===== src/rtl/edge_irq_pkg.sv =====
package edge_irq_pkg;
  localparam int CTRL_W = 5;

  // Clear-register bit positions
  localparam int CLR_OVF_BIT  = 2;
  localparam int CLR_EDGE_BIT = 3;

  // Control byte, bit 0 at the bottom
  typedef struct packed {
    logic fall_en;    // bit 4
    logic rise_en;    // bit 3
    logic master_en;  // bit 2
    logic ovf_en;     // bit 1
    logic edge_en;    // bit 0
  } ctrl_t;

  // Status byte, bit 0 at the bottom
  typedef struct packed {
    logic fall_seen;  // bit 4
    logic rise_seen;  // bit 3
    logic any_irq;    // bit 2
    logic ovf_pend;   // bit 1
    logic edge_pend;  // bit 0
  } status_t;
endpackage


===== src/rtl/edge_line_detect.sv =====
module edge_line_detect #(
  parameter int WIDTH  = 8,
  parameter int STAGES = 2
) (
  input  logic             clk,
  input  logic             rst,
  input  logic [WIDTH-1:0] lines,
  output logic [WIDTH-1:0] rise,
  output logic [WIDTH-1:0] fall
);
  localparam int LAST = STAGES - 1;

  logic [WIDTH-1:0] stg [STAGES];
  logic [WIDTH-1:0] prev_q;

  genvar s;
  generate
    for (s = 0; s < STAGES; s++) begin : g_stage
      if (s == 0) begin : g_first
        always_ff @(posedge clk) begin
          if (rst) stg[0] <= '0;
          else     stg[0] <= lines;
        end
      end else begin : g_next
        always_ff @(posedge clk) begin
          if (rst) stg[s] <= '0;
          else     stg[s] <= stg[s-1];
        end
      end
    end
  endgenerate

  always_ff @(posedge clk) begin
    if (rst) prev_q <= '0;
    else     prev_q <= stg[LAST];
  end

  assign rise = stg[LAST] & ~prev_q;
  assign fall = ~stg[LAST] & prev_q;
endmodule


===== src/rtl/edge_event_latch.sv =====
module edge_event_latch
  import edge_irq_pkg::*;
(
  input  logic    clk,
  input  logic    rst,
  input  ctrl_t   ctrl,
  input  logic    rise_any,
  input  logic    fall_any,
  input  logic    clr_edge,
  input  logic    clr_ovf,
  output status_t status,
  output logic    qual,
  output logic    irq
);
  logic rise_hit, fall_hit;
  logic pend_q, ovf_q, rs_q, fs_q, irq_q;

  assign rise_hit = ctrl.rise_en & rise_any;
  assign fall_hit = ctrl.fall_en & fall_any;
  assign qual     = rise_hit | fall_hit;

  always_ff @(posedge clk) begin
    if (rst) begin
      pend_q <= 1'b0;
      ovf_q  <= 1'b0;
      rs_q   <= 1'b0;
      fs_q   <= 1'b0;
      irq_q  <= 1'b0;
    end else begin
      // a new event takes priority over an acknowledge in the same clock
      if (qual)          pend_q <= 1'b1;
      else if (clr_edge) pend_q <= 1'b0;

      // an event collides only with a pending event that is not retired now
      if (qual && pend_q && !clr_edge) ovf_q <= 1'b1;
      else if (clr_ovf)                ovf_q <= 1'b0;

      if (rise_hit)      rs_q <= 1'b1;
      else if (clr_edge) rs_q <= 1'b0;

      if (fall_hit)      fs_q <= 1'b1;
      else if (clr_edge) fs_q <= 1'b0;

      irq_q <= ctrl.master_en & ((pend_q & ctrl.edge_en) | (ovf_q & ctrl.ovf_en));
    end
  end

  assign status = '{fall_seen: fs_q, rise_seen: rs_q, any_irq: irq_q,
                    ovf_pend: ovf_q, edge_pend: pend_q};
  assign irq    = irq_q;
endmodule


===== src/rtl/edge_reg_bank.sv =====
module edge_reg_bank
  import edge_irq_pkg::*;
#(
  parameter int NUM_PORTS = 4,
  parameter int PORT_W    = 8,
  parameter int ADDR_W    = 4
) (
  input  logic                        clk,
  input  logic                        rst,
  input  logic [ADDR_W-1:0]           bus_addr,
  input  logic                        bus_wr,
  input  logic [PORT_W-1:0]           bus_wdata,
  input  logic                        bus_rd,
  output logic [PORT_W-1:0]           bus_rdata,
  input  status_t                     status,
  output ctrl_t                       ctrl,
  output logic [NUM_PORTS*PORT_W-1:0] rise_mask,
  output logic [NUM_PORTS*PORT_W-1:0] fall_mask,
  output logic                        clr_edge,
  output logic                        clr_ovf
);
  localparam int A_CTRL    = 0;
  localparam int A_STAT    = 1;
  localparam int A_CLR     = 2;
  localparam int RISE_BASE = 4;
  localparam int FALL_BASE = RISE_BASE + NUM_PORTS;

  ctrl_t             ctrl_q;
  logic [PORT_W-1:0] rise_q [NUM_PORTS];
  logic [PORT_W-1:0] fall_q [NUM_PORTS];
  logic [PORT_W-1:0] rd_mux;
  logic [PORT_W-1:0] rdata_q;
  logic              hit_clr;

  assign hit_clr  = bus_wr && (bus_addr == ADDR_W'(A_CLR));
  assign clr_edge = hit_clr && bus_wdata[CLR_EDGE_BIT];
  assign clr_ovf  = hit_clr && bus_wdata[CLR_OVF_BIT];

  always_ff @(posedge clk) begin
    if (rst) begin
      ctrl_q <= '0;
    end else if (bus_wr && bus_addr == ADDR_W'(A_CTRL)) begin
      ctrl_q <= ctrl_t'(bus_wdata[CTRL_W-1:0]);
    end
  end

  genvar p;
  generate
    for (p = 0; p < NUM_PORTS; p++) begin : g_port
      always_ff @(posedge clk) begin
        if (rst) begin
          rise_q[p] <= '0;
          fall_q[p] <= '0;
        end else if (bus_wr) begin
          if (bus_addr == ADDR_W'(RISE_BASE + p)) rise_q[p] <= bus_wdata;
          if (bus_addr == ADDR_W'(FALL_BASE + p)) fall_q[p] <= bus_wdata;
        end
      end
      assign rise_mask[p*PORT_W +: PORT_W] = rise_q[p];
      assign fall_mask[p*PORT_W +: PORT_W] = fall_q[p];
    end
  endgenerate

  always_comb begin
    rd_mux = '0;
    if (bus_addr == ADDR_W'(A_CTRL)) rd_mux = PORT_W'(ctrl_q);
    if (bus_addr == ADDR_W'(A_STAT)) rd_mux = PORT_W'(status);
    for (int i = 0; i < NUM_PORTS; i++) begin
      if (bus_addr == ADDR_W'(RISE_BASE + i)) rd_mux = rise_q[i];
      if (bus_addr == ADDR_W'(FALL_BASE + i)) rd_mux = fall_q[i];
    end
  end

  always_ff @(posedge clk) begin
    if (rst)         rdata_q <= '0;
    else if (bus_rd) rdata_q <= rd_mux;
  end

  assign bus_rdata = rdata_q;
  assign ctrl      = ctrl_q;
endmodule


===== src/rtl/edge_irq_ctrl.sv =====
module edge_irq_ctrl
  import edge_irq_pkg::*;
#(
  parameter int NUM_PORTS   = 4,
  parameter int PORT_W      = 8,
  parameter int ADDR_W      = 4,
  parameter int SYNC_STAGES = 2
) (
  input  logic                        clk,
  input  logic                        rst,
  input  logic [ADDR_W-1:0]           bus_addr,
  input  logic                        bus_wr,
  input  logic [PORT_W-1:0]           bus_wdata,
  input  logic                        bus_rd,
  output logic [PORT_W-1:0]           bus_rdata,
  input  logic [NUM_PORTS*PORT_W-1:0] lines_in,
  output logic                        irq
);
  localparam int LINES = NUM_PORTS * PORT_W;

  ctrl_t            ctrl_q;
  status_t          status;
  logic [LINES-1:0] rise_mask, fall_mask;
  logic [LINES-1:0] rise_vec, fall_vec;
  logic             rise_any, fall_any;
  logic             clr_edge, clr_ovf, qual;

  edge_reg_bank #(.NUM_PORTS(NUM_PORTS), .PORT_W(PORT_W), .ADDR_W(ADDR_W)) u_regs (
    .clk(clk), .rst(rst), .bus_addr(bus_addr), .bus_wr(bus_wr),
    .bus_wdata(bus_wdata), .bus_rd(bus_rd), .bus_rdata(bus_rdata),
    .status(status), .ctrl(ctrl_q), .rise_mask(rise_mask),
    .fall_mask(fall_mask), .clr_edge(clr_edge), .clr_ovf(clr_ovf)
  );

  genvar p;
  generate
    for (p = 0; p < NUM_PORTS; p++) begin : g_det
      edge_line_detect #(.WIDTH(PORT_W), .STAGES(SYNC_STAGES)) u_det (
        .clk(clk), .rst(rst),
        .lines(lines_in[p*PORT_W +: PORT_W]),
        .rise(rise_vec[p*PORT_W +: PORT_W]),
        .fall(fall_vec[p*PORT_W +: PORT_W])
      );
    end
  endgenerate

  assign rise_any = |(rise_vec & rise_mask);
  assign fall_any = |(fall_vec & fall_mask);

  edge_event_latch u_latch (
    .clk(clk), .rst(rst), .ctrl(ctrl_q), .rise_any(rise_any),
    .fall_any(fall_any), .clr_edge(clr_edge), .clr_ovf(clr_ovf),
    .status(status), .qual(qual), .irq(irq)
  );
endmodule


===== config.mk =====
export PLATFORM = sky130hd
export DESIGN_NAME = edge_irq_ctrl
export DESIGN_NICKNAME = d
export VERILOG_FILES = /design/src/rtl/edge_irq_pkg.sv /design/src/rtl/edge_line_detect.sv /design/src/rtl/edge_event_latch.sv /design/src/rtl/edge_reg_bank.sv /design/src/rtl/edge_irq_ctrl.sv
export SDC_FILE = /design/constraint.sdc
export NUM_CORES = 1
export LEC_CHECK = 0
export BUFFER_PORTS_ARGS = -buffer_cell sky130_fd_sc_hd__buf_2
export CORE_ASPECT_RATIO = 1.75
export CORE_MARGIN = 5
export CORE_UTILIZATION = 56
export CTS_CLUSTER_DIAMETER = 150
export DETAILED_ROUTE_END_ITERATION = 8
export PLACE_DENSITY_LB_ADDON = 0.12
export SKIP_CTS_REPAIR_TIMING = 1
export SLEW_MARGIN = 40
export SYNTH_ARGS = -nofsm -noshare
export SYNTH_HDL_FRONTEND = slang
export SYNTH_SLANG_ARGS = --single-unit

===== constraint.sdc =====
create_clock -name clk -period 3.4 [get_ports clk]
set_input_delay 0.68 -clock clk [delete_from_list [all_inputs] [get_ports clk]]
set_output_delay 0.68 -clock clk [all_outputs]
set_load 0.05 [all_outputs]

# Yosys cells after proc, flatten, opt, wreduce, memory -nomap -nowiden

Memories as Yosys holds them, arrays and structs flattened.
Cells that the tools add are included.

Bits of input ports: 48
Word-level logic and storage cells: 153
Memories: 6
Bits in registers: 50
Memory bits (writable): 128

Muxes and demuxes: 67
Equal/unequal tests: 10
Reductions and logical operators: 14
Bitwise operators: 41

Memory list:

| memory             | depth | bits a word | rd ports | clocked after memory_dff | wr ports | RTL line               | source |
|---|---|---|---|---|---|---|---|
| u_regs.fall_q      | 4     | 8           | 4        | 0                        | 4        | edge_reg_bank.sv:30    | `logic [PORT_W-1:0] fall_q [NUM_PORTS];` |
| u_regs.rise_q      | 4     | 8           | 4        | 0                        | 4        | edge_reg_bank.sv:29    | `logic [PORT_W-1:0] rise_q [NUM_PORTS];` |
| g_det[0].u_det.stg | 2     | 8           | 2        | 0                        | 2        | edge_line_detect.sv:13 | `logic [WIDTH-1:0] stg [STAGES];` |
| g_det[1].u_det.stg | 2     | 8           | 2        | 0                        | 2        | edge_line_detect.sv:13 |  |
| g_det[2].u_det.stg | 2     | 8           | 2        | 0                        | 2        | edge_line_detect.sv:13 |  |
| g_det[3].u_det.stg | 2     | 8           | 2        | 0                        | 2        | edge_line_detect.sv:13 |  |

Operators by type and width:

| cell                                                             | number |
|---|---|
| 8-bit two-way mux                                                | 24 |
| 32-bit bitwise AND                                               | 2 |
| 8-bit bitwise AND                                                | 8 |
| 8-bit NOT                                                        | 8 |
| 32-bit OR reduction                                              | 2 |
| 1-bit two-way mux                                                | 41 |
| 1-bit OR                                                         | 18 |
| 4-bit by 3-bit == test with 1-bit output (second input constant) | 4 |
| 4-bit == test (second input constant)                            | 4 |
| 5-bit two-way mux                                                | 2 |
| 2-bit nonzero test                                               | 4 |
| 1-bit logical AND                                                | 6 |
| 1-bit bitwise AND                                                | 5 |
| 4-bit by 1-bit == test with 1-bit output (second input constant) | 1 |
| 4-bit by 2-bit == test with 1-bit output (second input constant) | 1 |
| 4-bit logical NOT                                                | 1 |
| 1-bit logical NOT                                                | 1 |

# Longest topological paths before layout

Gate-level depths: netlist of run 1.

Depth after elaboration: 11
Gate-level depth with buffers: 9

# Hierarchy

Synthesis of run 1 repeated with hierarchy kept, for this count alone.

Cells, all modules: 664
Area, all modules: 7,566.0 um^2

By module, submodules not included:

| module           | cells an instance | times used | area an instance (um^2) |
|---|---|---|---|
| edge_reg_bank    | 334               | 1          | 3,856.2 |
| edge_line_detect | 66                | 4          | 793.3 |
| edge_irq_ctrl    | 42                | 1          | 315.3 |
| edge_event_latch | 24                | 1          | 221.5 |

# Worst setup path before layout of run 1

OpenSTA, ideal clock, no wires.

Path type: in2reg
From: input bus_addr[3]
To: memory u_regs.rise_q[3][0] (enable)
Stages on the path: 5
Slack: 1.065 ns
Data arrival time: 1.951 ns
Setup time: 0.384 ns
Cell sequence: buf_6 -> nor2b_4 -> buf_2 -> nand2_1 -> o21ai_0

RTL lines:

| what               | RTL line            | source |
|---|---|---|
| start: declaration | edge_irq_ctrl.sv:11 | `input logic [ADDR_W-1:0] bus_addr,` |
| end: declaration   | edge_reg_bank.sv:29 |  |

==> results of run 1 <==
-- layer usage --
layer  part of all wire  vias to the layer above  GRT usage
li1                   -                     2429          -
met4              0.065                        0      0.178
met3              0.056                       53     0.0499
met1               0.36                     2461      0.328
met2               0.52                      235      0.506
met5                  0                        -          0
-- power groups by stage --
stage / clock [mW] / combinational (mW) / sequential (mW)
final: 1.94 / 0.327 / 2.39
after global routing: 2.05 / 0.353 / 2.40
after CTS: 1.96 / 0.325 / 2.39
after detailed placement: 0 / 0.324 / 2.44
after global placement: 0 / 0.319 / 2.44
after floorplan: 0 / 0.189 / 2.41
-- worst register-to-register path: cells and delay by family, from the launching register on --
family	cells	cell delay, ps
AO/OA/AOI/OAI	5	1440
flip-flops	1	510
AND/OR/NAND/NOR	2	350
-- worst paths after layout --
path / start / end
worst max-delay path: u_regs.fall_q[3][2] / u_latch.ovf_q
worst min-delay path: g_det[3].u_det.stg[0][7] / g_det[3].u_det.stg[1][7]
worst max register to register: u_regs.fall_q[3][2] / u_latch.ovf_q
worst min register to register: g_det[3].u_det.stg[0][7] / g_det[3].u_det.stg[1][7]
-- cell families after synthesis --
kind of cell	count (synthesis)
simple gates	324
mux	4
flops	178
buf+inv	39
compound gates	120
-- cell type report --
type | instances | share of cell area
Multi-Input combinational cell | 448 | 0.328
Tap cell | 168 | 0.0261
Clock inverter | 14 | 0.0202
Inverter | 12 | 0.00560
Clock buffer | 17 | 0.0529
Timing Repair Buffer | 66 | 0.0445
Sequential cell | 178 | 0.523
-- synth_stat cells (all sizes together) (4+ instances only) --
cell    count  share of area
inv        12         0.0064
a211oi      5         0.0053
o21ai      27          0.021
nor3        5         0.0059
o221ai      5         0.0062
mux2i       4         0.0057
and2       64          0.057
nand2      78          0.042
buf        10         0.0096
a221oi      4         0.0077
a31oi       5         0.0045
nor2       39          0.021
and3b       7         0.0087
o22ai      16          0.014
dfxtp     114           0.32
nand4       7         0.0062
a311oi      6         0.0075
edfxtp     64           0.27
nand3       9         0.0064
nand3b     18          0.019
nor2b      91          0.082
a21oi      33          0.024
clkbuf     17         0.0096
o211ai      6         0.0064
-- state kept, by name, summed over array words and instances, names as in the netlist --
register,count
g_det.u_det.prev_q,32
g_det.u_det.stg,64
u_latch.fs_q,1
u_latch.irq,1
u_latch.ovf_q,1
u_latch.pend_q,1
u_latch.rs_q,1
u_regs.bus_rdata,8
u_regs.ctrl,5
u_regs.fall_q,32
u_regs.rise_q,32
-- metrics by stage --
step / worst slack, ps / util / area, sq um
after floorplan: 1070 / - / 7020
after global placement: 717 / 0.603 / 7460
after detailed placement: 642 / 0.603 / 7460
after CTS: 993 / 0.651 / 8050
after global routing: 902 / 0.651 / 8050
final: 997 / 0.651 / 8050
==> flow_metrics.tcl, run 1 <==
set metrics [dict create \
    status "completed" \
    hold_slack_ps 432 \
    grt_pass1_wl_microns 30800 \
    synth_top_family_by_area "simple AND/OR/NAND/NOR gates" \
    dp_hpwl_microns 16100 \
    fin_cells 903 \
    area_growth_pct 14.5 \
    rsz0062_at_grt "no" \
    gp_congestion 1.04 \
    route.detailed.drc 0 \
    worst_setup_path_start_kind "register" \
    period_minus_slack_ps 2400 \
    setup_viol 0 \
    fin_crit_sh 0.707 \
    ys_seq_area_frac 0.599 \
    drive_above_1_share 0.150 \
    r2r_slack_ps 1000 \
    synth_compound_gate_area_share 0.114 \
    coreArea_sq_um 12400 \
    tightest_slew_ps 634 \
    drtIter0Drc 348 \
    power_frac_comb 0.070 \
    ant_nets 0 \
    hold_viol_final 0 \
    die_w_microns 94.7 \
    start_util 0.568 \
    mostFrequentLayoutCells "114 x dfxtp_1, 90 x nor2b_1, 78 x nand2_1, 64 x and2_1, 64 x edfxtp_1" \
    cts-root-buf "clkbuf_16" \
    tns_ps 0 \
    detail_route.wl_per_cell_microns 23.1 \
    crit_buf_inv 0 \
    row_count 54 \
    crit_slowest_cell "o41ai_2" \
    path_delay_family "compound AO/OA/AOI/OAI gates" \
    yosys_warnings 0 \
    max_slew_margin 0.577 \
    hold_class "register to register" \
    drt-total-wl_microns 20800 \
    io-pin-count 57 \
    grt_usage 0.291 \
    power_mw 4.66 \
    cts.sinks 178 \
    p_int_mw 3.41 \
    synth_ff_type "dfxtp_1" \
    cts_tree "done" \
    p_per_area_nw_per_um2 579 \
    reg2regPathDepth 7 \
    synth_mux_area_frac 0.00570 \
    synthCells 665 \
    critPathMaxFanout 3 \
    cts_buffers 17 \
    antenna_found_initial 0 \
    ys_types 47 \
    synthAdderAreaFrac 0 \
    pwr-share-seq 0.514 \
    grt_max_degree 69 \
    crit_path_end_kind "register" \
    grt_pass1_vias 5078 \
    clockBufferDepth 2 \
    dp_cells 872 \
    via_per_inst 5.73 \
    skew_ps 17.1 \
    path_depth 7 \
    syn_avg_cell_area_sq_um 10.6 \
    diodes 0 \
    fmax_mhz 416 \
    vias 5178 \
    yosys.area_share.simple 0.256 \
    min_path_cells 1 \
    synthesis.nets 713 \
    io_buffers 56 \
    dr.pass1.iters 5 \
    regArea_sq_um 4200 \
    crit_type "register to register" \
    synthArstFlopShare 0 \
    syn_area_sq_um 7020 \
    cp.required_ps 3710 \
    drv_cap 0 \
    p_clk_frac 0.416 \
    p_leak_nw 3.07 \
    final_common_cell "dfxtp_1" \
    multi_input_area_sq_um 2640 \
    switching_power_mw 1.25 \
    floorplan.die_area_sq_um 15000 \
    report.final.slew_viol_count 0 \
    vdd_drop_max_mv 0.420 \
    die_y_microns 158 \
    nFillCells 1017 \
    final_nets 771 \
    globalRoute.totalOverflow 0 \
    cts.clk_slew.worst_paths_ps 80 \
    switching_share 0.268 \
    synth_xor_xnor_area_share 0 \
    crit_chain "nand3b_1 -> o21ai_0 -> a311oi_1 -> nand4_1 -> o41ai_2 -> a211oi_1 -> a31o_1" \
    clkLatencyLatePin_ps 420 \
    htree_levels 4 \
    synth_edf_count 64 \
    critPathMaxStageDelay_ps 610 \
    ys_ff_latch 178 \
    cp.arrival_ps 2720 \
]
Note: power is estimated with default switching activity, not from simulation.
==> run 2, diff against run 1 <==
Settings changed: CORE_UTILIZATION 56 to 53.
Clock period 3.4 ns to 2.1 ns, I/O delays scaled along.
==> run 2 against run 1 <==
Register-to-register slack lost 850 ps; first-iteration DRC count grew 41%; worst setup slack lost 850 ps; highest routed layer unchanged; critical path type unchanged; flip-flop and latch count is the same; global-route usage shrank 0.70 points; design area grew 5.0%; clock skew shrank 1.3 ps; critical path depth is the same; critical endpoint unchanged.
==> flow_metrics.tcl, run 2 (synthesized netlist as in run 1, its figures left out) <==
set metrics [dict create \
    largest-register "g_det.u_det.stg" \
    hold_viol_final 0 \
    max_slew_margin 0.591 \
    fin_crit_sh 0.930 \
    cts_tree "done" \
    floorplan.die_area_sq_um 15700 \
    drtIter0Drc 489 \
    drt-total-wl_microns 21800 \
    cts.sinks 178 \
    grt_pass1_wl_microns 32700 \
    cts_buffers 17 \
    globalRoute.totalOverflow 0 \
    power_frac_comb 0.080 \
    row_count 55 \
    setup_viol 0 \
    cts.clk_slew.worst_paths_ps 80 \
    report.final.slew_viol_count 0 \
    drv_cap 0 \
    grt_pass1_vias 5497 \
    mostFrequentLayoutCells "114 x dfxtp_1, 90 x nor2b_1, 78 x nand2_1, 64 x and2_1, 64 x edfxtp_1" \
    detail_route.wl_per_cell_microns 23.1 \
    p_int_mw 5.63 \
    dr.pass1.iters 6 \
    die_y_microns 162 \
    io-pin-count 57 \
    period_minus_slack_ps 1950 \
    diodes 0 \
    clkLatencyLatePin_ps 440 \
    fin_cells 944 \
    cp.required_ps 2420 \
    antenna_found_initial 0 \
    drive_above_1_share 0.191 \
    nFillCells 1045 \
    switching_share 0.269 \
    power_mw 7.71 \
    skew_ps 15.7 \
    coreArea_sq_um 13000 \
    critPathMaxFanout 3 \
    gp_congestion 1.18 \
    multi_input_area_sq_um 2640 \
    p_leak_nw 3.29 \
    grt_usage 0.284 \
    dp_cells 912 \
    io_buffers 56 \
    worst_setup_path_start_kind "register" \
    final_nets 808 \
    cts-root-buf "clkbuf_16" \
    regArea_sq_um 4200 \
    crit_type "register to register" \
    p_per_area_nw_per_um2 912 \
    area_growth_pct 20.3 \
    dp_hpwl_microns 16500 \
    vias 5506 \
    utilization 0.649 \
    hold_class "input port to register" \
    p_clk_frac 0.419 \
    via_per_inst 5.83 \
    grt_max_degree 114 \
    start_util 0.540 \
    clockBufferDepth 2 \
    largest_register_ffs 64 \
    tns_ps 0 \
    final_common_cell "dfxtp_1" \
    tightest_slew_ps 608 \
    hold_slack_ps 187 \
    route.detailed.drc 0 \
    status "completed" \
    cp.arrival_ps 2270 \
    vdd_drop_max_mv 1.13 \
    rsz0062_at_grt "no" \
    crit_path_end_kind "register" \
    die_w_microns 97.0 \
    htree_levels 4 \
    fmax_mhz 512 \
    pwr-share-seq 0.501 \
    switching_power_mw 2.07 \
    ant_nets 0 \
]
run 2: cell types whose count changed in the layout (fill, tap and decap cells not counted):
cell / before / now
clkinvlp_4: 0 / 1
o21ai_1: 5 / 6
inv_8: 4 / 3
inv_6: 1 / 3
clkbuf_8: 0 / 1
clkinv_4: 5 / 0
buf_12: 0 / 7
o21ai_0: 19 / 18
clkinv_8: 2 / 5
buf_4: 11 / 41
run 2: final cells by class:
cell class              count  area share
repair buffers            103      0.0856
flip-flops and latches    178       0.498
multi-input cells         448       0.313
well taps                 171      0.0253
clock buffers              18      0.0520
clock inverters            14      0.0215
inverters                  12     0.00533
run 2: per-layer routing:
metal / wire length, microns / global-route usage / up-vias
met4: 2100 / 0.244 / 0
met2: 10500 / 0.464 / 316
met1: 7670 / 0.319 / 2595
met5: 0 / 0 / -
met3: 1610 / 0.0490 / 100
li1: - / - / 2495
run 2: power by group through the flow:
stage / Clock (mW) / Combinational [mW] / Sequential [mW]
2_1_floorplan: 0 / 0.305 / 3.90
3_3_place_gp: 0 / 0.600 / 3.93
3_5_place_dp: 0 / 0.604 / 3.93
4_1_cts: 3.27 / 0.607 / 3.85
5_1_grt: 3.44 / 0.657 / 3.87
6_report: 3.23 / 0.616 / 3.86
run 2: path summary, 6_finish.rpt:
path                                          startpoint  slack [ps]  cells past startpoint                  endpoint
worst max register to register       u_regs.rise_q[1][5]         150                      7             u_latch.ovf_q
worst min register to register  g_det[3].u_det.stg[0][6]         430                      1  g_det[3].u_det.stg[1][6]
worst min-delay path                        lines_in[24]         190                      2  g_det[3].u_det.stg[0][0]
worst max-delay path                 u_regs.rise_q[1][5]         150                      7             u_latch.ovf_q
run 2: critical path, stage by stage, from the launching register on:
cell      delay, ps
edfxtp_1        460
nand2_1          90
o22ai_1         150
nor4_1          440
nand2_1         110
o21ai_1         260
a211oi_1        130
a31o_1          200
run 2: stage by stage:
stage                     cell area (sq um)  setup WS, ps
after detailed placement               7830          71.1
after CTS                              8450          92.5
after global routing                   8450          36.2
after global placement                 7830          36.2
after floorplan                        7020          25.2
final                                  8450           148
